## config.mk

```make
export PLATFORM = sky130hd
export DESIGN_NAME = rv2_framer
export DESIGN_NICKNAME = d
export VERILOG_FILES = /design/src/rtl/rv2_pkg.sv /design/src/rtl/rv2_hdr_build.sv /design/src/rtl/rv2_icrc.sv /design/src/rtl/rv2_framer.sv
export SDC_FILE = /design/constraint.sdc
export NUM_CORES = 1
export LEC_CHECK = 0
export ABC_AREA = 1
export BUFFER_PORTS_ARGS = -buffer_cell sky130_fd_sc_hd__buf_2
export CAP_MARGIN = 15
export CORE_MARGIN = 3
export CORE_UTILIZATION = 50
export CTS_CLUSTER_DIAMETER = 60
export DETAILED_ROUTE_END_ITERATION = 10
export GPL_ROUTABILITY_DRIVEN = 0
export PLACE_DENSITY = 0.7
export SKIP_LAST_GASP = 1
export SYNTH_ARGS = -nofsm -noshare
export SYNTH_HDL_FRONTEND = slang
export SYNTH_HIERARCHICAL = 1
export SYNTH_SLANG_ARGS = --single-unit
```

## constraint.sdc

```tcl
create_clock -name clk -period 30 [get_ports clk]
set_input_delay 4.5 -clock clk [delete_from_list [all_inputs] [get_ports clk]]
set_output_delay 4.5 -clock clk [all_outputs]
set_load 0.01 [all_outputs]
```

## src/rtl/rv2_pkg.sv

```systemverilog
`timescale 1ns/1ps
package rv2_pkg;
  localparam int ETH_BYTES  = 14;
  localparam int IP_BYTES   = 20;
  localparam int UDP_BYTES  = 8;
  localparam int BTH_BYTES  = 12;
  localparam int RETH_BYTES = 16;
  localparam int ICRC_BYTES = 4;
  localparam int PLEN_W     = 16;
  localparam int IP_OFF     = ETH_BYTES;
  localparam int UDP_OFF    = IP_OFF + IP_BYTES;
  localparam int BTH_OFF    = UDP_OFF + UDP_BYTES;
  localparam int RETH_OFF   = BTH_OFF + BTH_BYTES;
  localparam int HDR_BASE   = RETH_OFF;
  localparam int HDR_MAX    = HDR_BASE + RETH_BYTES;
  localparam int PREFIX_ONES = 8;
  localparam logic [15:0] ROCE_PORT = 16'd4791;
  localparam logic [31:0] CRC_POLY  = 32'hEDB88320;

  typedef enum logic [2:0] {ST_IDLE, ST_HDR, ST_PAY, ST_PAD, ST_TRL} rv2_state_e;

  typedef struct packed {
    logic [47:0] dst_mac;
    logic [47:0] src_mac;
    logic [31:0] src_ip;
    logic [31:0] dst_ip;
    logic [7:0]  opcode;
    logic [23:0] dest_qp;
    logic [23:0] psn;
    logic [63:0] vaddr;
    logic [31:0] rkey;
    logic [31:0] dma_len;
    logic [PLEN_W-1:0] pay_len;
  } rv2_desc_t;

  function automatic logic [31:0] crc32_byte(input logic [31:0] c, input logic [7:0] d);
    logic [31:0] r;
    r = c ^ {24'h0, d};
    for (int k = 0; k < 8; k++) r = r[0] ? ((r >> 1) ^ CRC_POLY) : (r >> 1);
    return r;
  endfunction

  function automatic logic has_reth(input logic [7:0] op);
    case (op[4:0])
      5'h06, 5'h0A, 5'h0C: return 1'b1;
      default:             return 1'b0;
    endcase
  endfunction

  function automatic logic icrc_mask(input logic [6:0] i);
    return (i == 7'(IP_OFF + 1))  || (i == 7'(IP_OFF + 8))  ||
           (i == 7'(IP_OFF + 10)) || (i == 7'(IP_OFF + 11)) ||
           (i == 7'(UDP_OFF + 6)) || (i == 7'(UDP_OFF + 7)) ||
           (i == 7'(BTH_OFF + 4));
  endfunction
endpackage

```

## src/rtl/rv2_hdr_build.sv

```systemverilog
`timescale 1ns/1ps
module rv2_hdr_build
  import rv2_pkg::*;
#(
  parameter logic [15:0] SRC_PORT = 16'hC000,
  parameter logic [15:0] PKEY     = 16'hFFFF,
  parameter logic [7:0]  TTL      = 8'd64
) (
  input  rv2_desc_t               desc,
  output logic [HDR_MAX*8-1:0]    hdr_vec,
  output logic [6:0]              hdr_len,
  output logic [1:0]              pad_cnt
);
  logic        reth;
  logic [15:0] padded, bth_len, udp_len, ip_len, cks;
  logic [19:0] sum;
  logic [16:0] fold1;
  logic [15:0] fold2;
  logic [7:0]  hb [HDR_MAX];

  always_comb begin
    reth    = has_reth(desc.opcode);
    pad_cnt = 2'd0 - desc.pay_len[1:0];
    padded  = desc.pay_len + {14'd0, pad_cnt};
    bth_len = padded + 16'(BTH_BYTES + ICRC_BYTES) + (reth ? 16'(RETH_BYTES) : 16'd0);
    udp_len = bth_len + 16'(UDP_BYTES);
    ip_len  = udp_len + 16'(IP_BYTES);
    hdr_len = reth ? 7'(HDR_MAX) : 7'(HDR_BASE);

    // ones-complement sum of the IPv4 header words, checksum word taken as zero
    sum = 20'h04500 + {4'h0, ip_len} + 20'h04000 + {4'h0, TTL, 8'h11}
        + {4'h0, desc.src_ip[31:16]} + {4'h0, desc.src_ip[15:0]}
        + {4'h0, desc.dst_ip[31:16]} + {4'h0, desc.dst_ip[15:0]};
    fold1 = {1'b0, sum[15:0]} + {13'd0, sum[19:16]};
    fold2 = fold1[15:0] + {15'd0, fold1[16]};
    cks   = ~fold2;

    for (int k = 0; k < 6; k++) begin
      hb[k]     = desc.dst_mac[8*(5-k) +: 8];
      hb[6 + k] = desc.src_mac[8*(5-k) +: 8];
    end
    hb[12] = 8'h08;
    hb[13] = 8'h00;
    hb[IP_OFF + 0]  = 8'h45;
    hb[IP_OFF + 1]  = 8'h00;
    hb[IP_OFF + 2]  = ip_len[15:8];
    hb[IP_OFF + 3]  = ip_len[7:0];
    hb[IP_OFF + 4]  = 8'h00;
    hb[IP_OFF + 5]  = 8'h00;
    hb[IP_OFF + 6]  = 8'h40;
    hb[IP_OFF + 7]  = 8'h00;
    hb[IP_OFF + 8]  = TTL;
    hb[IP_OFF + 9]  = 8'h11;
    hb[IP_OFF + 10] = cks[15:8];
    hb[IP_OFF + 11] = cks[7:0];
    for (int k = 0; k < 4; k++) begin
      hb[IP_OFF + 12 + k] = desc.src_ip[8*(3-k) +: 8];
      hb[IP_OFF + 16 + k] = desc.dst_ip[8*(3-k) +: 8];
    end
    hb[UDP_OFF + 0] = SRC_PORT[15:8];
    hb[UDP_OFF + 1] = SRC_PORT[7:0];
    hb[UDP_OFF + 2] = ROCE_PORT[15:8];
    hb[UDP_OFF + 3] = ROCE_PORT[7:0];
    hb[UDP_OFF + 4] = udp_len[15:8];
    hb[UDP_OFF + 5] = udp_len[7:0];
    hb[UDP_OFF + 6] = 8'h00;
    hb[UDP_OFF + 7] = 8'h00;
    hb[BTH_OFF + 0] = desc.opcode;
    hb[BTH_OFF + 1] = {2'b00, pad_cnt, 4'h0};
    hb[BTH_OFF + 2] = PKEY[15:8];
    hb[BTH_OFF + 3] = PKEY[7:0];
    hb[BTH_OFF + 4] = 8'h00;
    hb[BTH_OFF + 8] = 8'h00;
    for (int k = 0; k < 3; k++) begin
      hb[BTH_OFF + 5 + k] = desc.dest_qp[8*(2-k) +: 8];
      hb[BTH_OFF + 9 + k] = desc.psn[8*(2-k) +: 8];
    end
    for (int k = 0; k < 8; k++) hb[RETH_OFF + k] = desc.vaddr[8*(7-k) +: 8];
    for (int k = 0; k < 4; k++) begin
      hb[RETH_OFF + 8 + k]  = desc.rkey[8*(3-k) +: 8];
      hb[RETH_OFF + 12 + k] = desc.dma_len[8*(3-k) +: 8];
    end
  end

  for (genvar g = 0; g < HDR_MAX; g++) begin : g_pack
    assign hdr_vec[g*8 +: 8] = hb[g];
  end
endmodule

```

## src/rtl/rv2_icrc.sv

```systemverilog
`timescale 1ns/1ps
module rv2_icrc
  import rv2_pkg::*;
(
  input  logic        clk,
  input  logic        rst_n,
  input  logic        clear,
  input  logic        en,
  input  logic [7:0]  din,
  output logic [31:0] crc_out
);
  logic [31:0] crc_q;

  always_ff @(posedge clk) begin
    if (!rst_n || clear) crc_q <= 32'hFFFF_FFFF;
    else if (en)         crc_q <= crc32_byte(crc_q, din);
  end

  assign crc_out = ~crc_q;

  // the running CRC only moves on an enabled byte
  assert_crc_hold_R7: assert property (@(posedge clk) disable iff (!rst_n)
    (!clear && !en) |=> $stable(crc_q));
endmodule

```

## src/rtl/rv2_framer.sv

```systemverilog
`timescale 1ns/1ps
module rv2_framer
  import rv2_pkg::*;
#(
  parameter logic [15:0] SRC_PORT = 16'hC000,
  parameter logic [15:0] PKEY     = 16'hFFFF,
  parameter logic [7:0]  TTL      = 8'd64
) (
  input  logic              clk,
  input  logic              rst_n,
  input  logic              hdr_valid,
  output logic              hdr_ready,
  input  logic [47:0]       dst_mac,
  input  logic [47:0]       src_mac,
  input  logic [31:0]       src_ip,
  input  logic [31:0]       dst_ip,
  input  logic [7:0]        opcode,
  input  logic [23:0]       dest_qp,
  input  logic [23:0]       psn,
  input  logic [63:0]       vaddr,
  input  logic [31:0]       rkey,
  input  logic [31:0]       dma_len,
  input  logic [PLEN_W-1:0] pay_len,
  input  logic              s_tvalid,
  output logic              s_tready,
  input  logic [7:0]        s_tdata,
  output logic              m_tvalid,
  input  logic              m_tready,
  output logic [7:0]        m_tdata,
  output logic              m_tlast
);
  rv2_state_e             st;
  logic [PLEN_W-1:0]      idx;
  rv2_desc_t              desc_q;
  logic [HDR_MAX*8-1:0]   hdr_vec;
  logic [6:0]             hdr_len;
  logic [1:0]             pad_cnt;
  logic [31:0]            crc_fin;
  logic                   fire, crc_en, crc_clr;
  logic [7:0]             crc_din;
  logic [PLEN_W-1:0]      hdr_last, pay_last, pad_last;

  rv2_hdr_build #(.SRC_PORT(SRC_PORT), .PKEY(PKEY), .TTL(TTL)) u_hdr (
    .desc(desc_q), .hdr_vec(hdr_vec), .hdr_len(hdr_len), .pad_cnt(pad_cnt));

  rv2_icrc u_crc (
    .clk(clk), .rst_n(rst_n), .clear(crc_clr), .en(crc_en), .din(crc_din), .crc_out(crc_fin));

  assign hdr_ready = (st == ST_IDLE);
  assign hdr_last  = {{(PLEN_W-7){1'b0}}, hdr_len} - 1'b1;
  assign pay_last  = desc_q.pay_len - 1'b1;
  assign pad_last  = {{(PLEN_W-2){1'b0}}, pad_cnt} - 1'b1;

  always_comb begin
    m_tvalid = 1'b0;
    m_tdata  = 8'h00;
    m_tlast  = 1'b0;
    s_tready = 1'b0;
    case (st)
      ST_HDR: begin
        m_tvalid = 1'b1;
        m_tdata  = hdr_vec[idx[6:0]*8 +: 8];
      end
      ST_PAY: begin
        m_tvalid = s_tvalid;
        m_tdata  = s_tdata;
        s_tready = m_tready;
      end
      ST_PAD: m_tvalid = 1'b1;
      ST_TRL: begin
        m_tvalid = 1'b1;
        m_tdata  = crc_fin[idx[1:0]*8 +: 8];
        m_tlast  = (idx[1:0] == 2'd3);
      end
      default: ;
    endcase
  end

  assign fire    = m_tvalid && m_tready;
  assign crc_clr = (st == ST_IDLE);
  // the last eight Ethernet bytes stand in for the all-ones prefix
  assign crc_en  = fire && (st != ST_TRL) &&
                   !(st == ST_HDR && idx < PLEN_W'(ETH_BYTES - PREFIX_ONES));
  assign crc_din = (st == ST_HDR && (idx < PLEN_W'(ETH_BYTES) || icrc_mask(idx[6:0])))
                   ? 8'hFF : m_tdata;

  always_ff @(posedge clk) begin
    if (!rst_n) begin
      st     <= ST_IDLE;
      idx    <= '0;
      desc_q <= '0;
    end else begin
      case (st)
        ST_IDLE: if (hdr_valid) begin
          desc_q <= '{dst_mac: dst_mac, src_mac: src_mac, src_ip: src_ip, dst_ip: dst_ip,
                      opcode: opcode, dest_qp: dest_qp, psn: psn, vaddr: vaddr,
                      rkey: rkey, dma_len: dma_len, pay_len: pay_len};
          st  <= ST_HDR;
          idx <= '0;
        end
        ST_HDR: if (fire) begin
          if (idx == hdr_last) begin
            idx <= '0;
            if (desc_q.pay_len != '0) st <= ST_PAY;
            else if (pad_cnt != 2'd0) st <= ST_PAD;
            else                      st <= ST_TRL;
          end else idx <= idx + 1'b1;
        end
        ST_PAY: if (fire) begin
          if (idx == pay_last) begin
            idx <= '0;
            st  <= (pad_cnt != 2'd0) ? ST_PAD : ST_TRL;
          end else idx <= idx + 1'b1;
        end
        ST_PAD: if (fire) begin
          if (idx == pad_last) begin
            idx <= '0;
            st  <= ST_TRL;
          end else idx <= idx + 1'b1;
        end
        ST_TRL: if (fire) begin
          if (idx[1:0] == 2'd3) begin
            idx <= '0;
            st  <= ST_IDLE;
          end else idx <= idx + 1'b1;
        end
        default: st <= ST_IDLE;
      endcase
    end
  end

  // byte count of the packet in flight, kept for the length check below
  logic [PLEN_W-1:0] sent_cnt, pkt_total;
  assign pkt_total = {{(PLEN_W-7){1'b0}}, hdr_len} + desc_q.pay_len
                   + {{(PLEN_W-2){1'b0}}, pad_cnt} + PLEN_W'(ICRC_BYTES);
  always_ff @(posedge clk) begin
    if (!rst_n || st == ST_IDLE) sent_cnt <= '0;
    else if (fire)               sent_cnt <= sent_cnt + 1'b1;
  end

  assert_stall_hold_R8: assert property (@(posedge clk) disable iff (!rst_n)
    (m_tvalid && !m_tready && st != ST_PAY) |=> (m_tvalid && $stable(m_tdata)));

  assert_one_packet_R10: assert property (@(posedge clk) disable iff (!rst_n)
    (hdr_valid && hdr_ready) |=> !hdr_ready);

  assert_pass_through_R9: assert property (@(posedge clk) disable iff (!rst_n)
    (s_tvalid && s_tready) |-> (m_tvalid && m_tready && m_tdata == s_tdata));

  assert_pkt_len_R11: assert property (@(posedge clk) disable iff (!rst_n)
    (fire && m_tlast) |-> (sent_cnt + 1'b1 == pkt_total));
endmodule

```

==> results.md, run 1 <==
* 1st-pass router iterations at 6
* Port Buffers at 384
* Mapped Avg Cell Area at 6.36 µm²
* # rows at 91
* RSZ-0062 raised after global routing: false
* Layout area overhead at 1.40%
* Layout fillers at 6427
* Die Height at 258 µm
* Crit path top cell by count: nand2_1
* Maximum clock insertion buffer count at 3
* Die area at 66600 µm²
* TritonCTS clock tree: done
* Critical path endpoint category: output pin
* Worst hold slack at 0.456 ns
* Tot GR Track Use at 0.278
* Final setup viols at 0
* CTS Buf Count at 47
* Slowest library cell on the worst path: a31oi_1
* Post-CTS sizing at 0
* Max-cap viol count at 0
* Multi-input gate area at 17900 µm²
* FF-to-FF setup slack at 18.41 ns
* FF+latch count, synth at 411
* Post-CTS setup buffers at 0
* Clock root cell: clkbuf_16
* I/O pin cnt at 385
* Dpl hpwl at 68.4 mm
* Worst Path Arrival at 11.03 ns
* Fin crit period at 15.53 ns
* DRT antenna net count at 0
* Highest metal used: met5
* Max_slew headroom at 0.222
* Antenna violations before repair at 3
* Setup TNS at 0 ns
* Clock insertion delay at the later pin of the skew report at 0.60 ns
* Critical path buffers and inverters at 8
* Status: finished, final reports clean
* Final Slew Violations at 0
* Core footprint at 62300 µm²
* Post-Synthesis Cells at 4994
* Detailed-route via count at 30329
* Nets@finish at 5258
* Largest net degree at the start of global routing at 218
* Final period utilization at 0.518
* Most common cell after layout, fill and taps aside: nand2_1
* Register area at 8240 µm²
* Crit path launch type: flip-flop
* Min-delay worst type: flip-flop to flip-flop
* Power density cells at 108 nW/µm²
* Synth Flop Type: dfxtp_1
* Crit path max fanout at 6
* Slowest Stage Delay on Critical Path at 0.56 ns
* Clk sinks at 411
* # hold bufs at CTS at 0
* Worst-Margin Slew at 1.17 ns
* Worst EP required at 25.50 ns
* Met1 WL at 42.7 mm
* Main area contributors after synthesis: dfxtp_1 26%, nand2_1 13%, buf_4 12%
* Most frequent cells in the layout: 1065 x nand2_1, 590 x nor2_1, 525 x nand3_1
* Yosys top cell area share at 0.259
* DR WL met2 at 44.8 mm
* Ys Warns at 6
* Largest area contributor in the netlist: dfxtp_1
* DR WL/cell at 17.1 µm
* Static Leakage at 14.7 nW
* Routed wl met3 at 6.14 mm
* Global-route wire length before repair at 149 mm
* Synthesized area at 31800 µm²
* DR vias/cell at 5.35
* EDFF count, synth at 0
* Grt ovf at 0
* Setup CP Type: flip-flop to output pin
* Die width at 258 µm
* Clock transition at path regs at 0.06 ns
* Synth cell types at 58
* FMAX at 64.4 MHz
* Ratio of cells with drive above 1 in the final layout at 0.129
* Post-synthesis sequential area ratio at 0.259
* Post-synth ARST share at 0
* Setup Skew at 0.0174 ns
* Vias in the first global route at 26976
* Final number of hold-violating endpoints at 0
* DRT Wirelength at 97.1 mm
* Iter 0 DRT Violations at 3122
* DRC viols at 0
* Max IR drop VDD at 0.0000893 V
* Crit-path leading delay family: simple AND/OR/NAND/NOR gates
* H-tree Lvls at 2
* Starting density of the core at 0.510
-- power by group --
part           total [W]  switching, W  leakage, nW  internal [W]
registers       0.000708     0.0000723         3.36      0.000636
clock network   0.000650      0.000251        0.867      0.000399
logic            0.00213       0.00149         10.5      0.000641
-- layer usage --
layer,up-vias,GRT usage
li1,15100,-
met1,14002,0.384
met2,1067,0.450
met3,158,0.0308
met4,2,0.0963
met5,-,0
-- worst min-delay path, cell delays in order, from the launching register on --
cell and delay [ns]:
dfxtp_1 0.30, nand2_1 0.06, a21oi_1 0.05
-- cell type report --
type | count | share of cell area
Multi-Input combinational cell | 3636 | 0.556
Sequential cell | 411 | 0.256
Timing Repair Buffer | 406 | 0.0662
Clock buffer | 67 | 0.0439
Inverter | 292 | 0.0347
Tap cell | 837 | 0.0325
Clock inverter | 21 | 0.0111
Antenna cell | 2 | 0.000155
-- kinds of logic (layout without fill, tap and decap cells) --
logic type / Yosys count / in the layout / synth area share
AND/OR/NAND/NOR: 2318 / 2318 / 0.310
other: 2 / 174 / 0.000236
adder cells (fa/ha/maj): 91 / 91 / 0.0476
flip-flops: 411 / 411 / 0.259
buffers and inverters: 1117 / 786 / 0.198
XOR/XNOR: 91 / 91 / 0.0270
AO/OA/AOI/OAI: 964 / 964 / 0.158
-- state kept, by name, indices dropped and copies added (netlist names) --
| name | count |
|---|---|
| st | 3 |
| desc_q | 360 |
| u_crc/crc_q | 32 |
| idx | 16 |
-- through the flow --
stage | power [W] | worst slack, ns | instances | area [µm²] | util
floorplan | 0.00237 | 16.90 | 5164 | 32400 | -
global placement | 0.00278 | 15.54 | 5582 | 30400 | 0.489
detailed placement | 0.00279 | 15.27 | 5582 | 30400 | 0.489
CTS | 0.00345 | 14.58 | 5670 | 32200 | 0.517
global route | 0.00376 | 13.33 | 5671 | 32200 | 0.517
finish | 0.00349 | 14.47 | 5672 | 32200 | 0.517
-- synth_stat cells, drive strengths merged (9+ instances only) --
master  count
nand2    1107
nor2      613
buf       612
nand3     532
o21ai     456
a21oi     440
dfxtp     411
inv       286
clkbuf    213
xor2       66
fa         50
ha         41
o22ai      37
nand4      29
xnor2      25
nor3       12
o211ai      9
-- path summary, 6_finish.rpt --
kind / from / to / depth (start not counted)
worst max-delay path: desc_q[195]$_SDFFE_PN0P_ / m_tdata[7] / 70
worst min-delay path: desc_q[307]$_SDFFE_PN0P_ / desc_q[307]$_SDFFE_PN0P_ / 2
worst max register to register: desc_q[195]$_SDFFE_PN0P_ / u_crc/crc_q[21]$_SDFFE_PP1P_ / 77
worst min register to register: desc_q[307]$_SDFFE_PN0P_ / desc_q[307]$_SDFFE_PN0P_ / 2
(Power assumes the default switching activity.)
==> inputs of run 2 (changes only) <==
==> constraint.sdc (replaced) <==
create_clock -name clk -period 14.8 [get_ports clk]
set_input_delay 2.22 -clock clk [delete_from_list [all_inputs] [get_ports clk]]
set_output_delay 2.22 -clock clk [all_outputs]
set_load 0.01 [all_outputs]
==> results.md, run 2 (synthesized netlist as in run 1, its figures left out) <==
* Status: finished, final reports clean (unchanged)
* Core footprint at 62300 µm² (unchanged)
* Die area at 66600 µm² (unchanged)
* DRT antenna net count at 0 (unchanged)
* Power density cells at 218 nW/µm² (was 108 nW/µm²)
* H-tree Lvls at 2 (unchanged)
* Tot GR Track Use at 0.278 (about the same)
* Antenna violations before repair at 3 (unchanged)
* Max reg flops at 360 (unchanged)
* Starting density of the core at 0.510 (unchanged)
* Clock root cell: clkbuf_16 (unchanged)
* Global-route wire length before repair at 150 mm (was 149 mm)
* Final Non-Filler Cells at 5667 (was 5672)
* CTS Buf Count at 47 (unchanged)
* Final Slew Violations at 0 (unchanged)
* Clock Power Share at 0.178 (was 0.186)
* Post-CTS sizing at 0 (unchanged)
* Worst Path Arrival at 10.90 ns (was 11.03 ns)
* Crit path launch type: flip-flop (unchanged)
* Setup CP Type: flip-flop to output pin (unchanged)
* Clock insertion delay at the later pin of the skew report at 0.59 ns (was 0.60 ns)
* DR vias/cell at 5.33 (was 5.35)
* FMAX at 76.2 MHz
* Register area at 8240 µm² (unchanged)
* Port Buffers at 384 (unchanged)
* Setup TNS at 0 ns (unchanged)
* DRC viols at 0 (unchanged)
* I/O pin cnt at 385 (unchanged)
* Switching Share at 0.523 (was 0.520)
* Layout fillers at 6478 (was 6427)
* Min-delay worst type: flip-flop to flip-flop (unchanged)
* Final period utilization at 0.887
* Final setup viols at 0 (unchanged)
* Reg with most FFs: desc_q (unchanged)
* Final number of hold-violating endpoints at 0 (unchanged)
* RSZ-0062 raised after global routing: false (unchanged)
* Max IR drop VDD at 0.000196 V (was 0.0000893 V)
* Ratio of cells with drive above 1 in the final layout at 0.128 (was 0.129)
* P_int at 0.00333 W (was 0.00168 W)
* DR WL/cell at 17.1 µm (about the same)
* Detailed-route via count at 30225 (was 30329)
* Die width at 258 µm (unchanged)
* Slowest library cell on the worst path: a31oi_1 (unchanged)
* Worst-Margin Slew at 1.13 ns (was 1.17 ns)
* Critical path buffers and inverters at 9 (was 8)
* Slowest Stage Delay on Critical Path at 0.57 ns (was 0.56 ns)
* Placed cells at 5580 (was 5582)
* Most frequent cells in the layout: 1065 x nand2_1, 590 x nor2_1, 525 x nand3_1 (unchanged)
* Worst EP required at 12.58 ns (was 25.50 ns)
* Layout area overhead at 1.04% (was 1.40%)
* Clk sinks at 411 (unchanged)
* Max-cap viol count at 0 (unchanged)
* Largest regs: desc_q: 360 flops, u_crc/crc_q: 32 flops, idx: 16 flops (unchanged)
* Crit path max fanout at 6 (unchanged)
* TritonCTS clock tree: done (unchanged)
* Cell area after layout at 32100 µm² (was 32200 µm²)
* Die Height at 258 µm (unchanged)
* Maximum clock insertion buffer count at 3 (unchanged)
* 1st-pass router iterations at 6 (unchanged)
* DP Area at 30400 µm² (about the same)
* Most common cell after layout, fill and taps aside: nand2_1 (unchanged)
* Max_slew headroom at 0.245 (was 0.222)
* Static Leakage at 14.7 nW (about the same)
* Iter 0 DRT Violations at 2832 (was 3122)
* Setup Skew at 0.0308 ns (was 0.0174 ns)
* Largest net degree at the start of global routing at 220 (was 218)
* # hold bufs at CTS at 0 (unchanged)
* Fin crit period at 13.12 ns
* Clock transition at path regs at 0.06 ns (about the same)
* Grt ovf at 0 (unchanged)
* Combinational share of power at 0.617 (was 0.611)
* Sequential power share at 0.205 (was 0.203)
* Crit path top cell by count: nand2_1 (unchanged)
* Nets@finish at 5256 (was 5258)
* DRT Wirelength at 96.7 mm (was 97.1 mm)
* Net Sw Power at 0.00365 W (was 0.00181 W)
* # rows at 91 (unchanged)
* Multi-input gate area at 17900 µm² (unchanged)
* Crit-path leading delay family: simple AND/OR/NAND/NOR gates (unchanged)
* Critical path endpoint category: output pin (unchanged)
* Dpl hpwl at 68.1 mm (was 68.4 mm)
* Post-CTS setup buffers at 0 (unchanged)
* Vias in the first global route at 27174 (was 26976)
==> run 2: cell count changes in the layout (fill, tap and decap cells not counted), sizes merged <==
cell	before	now
clkbuf	67	63
clkinv	17	20
buf	406	404
bufinv	8	6
diode	2	1
inv	286	287
==> run 2: layout make-up <==
cell class                      instances  share of cell area
Tap cell                              837              0.0326
Clock inverter                         23              0.0101
Inverter                              292              0.0348
Multi-Input combinational cell       3636               0.558
Timing Repair Buffer                  404              0.0664
Sequential cell                       411               0.256
Clock buffer                           63              0.0417
Antenna cell                            1           0.0000779
==> run 2: worst paths after layout <==
check	depth (start not counted)	startpoint	to	slack (ns)
worst max-delay path	71	desc_q[193]$_SDFFE_PN0P_	m_tdata[7]	1.68
worst min-delay path	2	desc_q[54]$_SDFFE_PN0P_	desc_q[54]$_SDFFE_PN0P_	0.46
worst max register to register	78	desc_q[193]$_SDFFE_PN0P_	u_crc/crc_q[21]$_SDFFE_PP1P_	3.34
worst min register to register	2	desc_q[54]$_SDFFE_PN0P_	desc_q[54]$_SDFFE_PN0P_	0.46
==> run 2: power by group through the flow <==
stage / logic, W / registers, W / clock network [W]
after floorplan: 0.00339 / 0.00141 / 0
after global routing: 0.00483 / 0.00146 / 0.00131
after global placement: 0.00418 / 0.00145 / 0
final: 0.00431 / 0.00144 / 0.00124
after CTS: 0.00423 / 0.00143 / 0.00127
after detailed placement: 0.00420 / 0.00146 / 0
==> run 2: tightest hold or removal path, delay by kind of cell (launching register included) <==
kind | cells | cell delay [ns]
and+or+nand+nor | 1 | 0.06
DFF | 1 | 0.30
AOI/OAI and AO/OA | 1 | 0.05
==> run 2: stage by stage <==
step	power [W]	setup WS (ns)	hold WS, ns	util
finish	0.00699	1.68	0.457	0.516
floorplan	0.00480	3.98	0.441	-
global route	0.00759	0.478	0.471	0.516
global placement	0.00563	2.63	0.444	0.489
detailed placement	0.00566	2.48	0.450	0.489
CTS	0.00692	1.77	0.458	0.515
==> run 2: metal layers <==
metal | wire [µm] | share of wire | track usage
met1 | 42500 | 0.44 | 0.383
met2 | 44300 | 0.46 | 0.446
met3 | 5980 | 0.062 | 0.0336
met4 | 3860 | 0.040 | 0.109
met5 | 35 | 0.00036 | 0
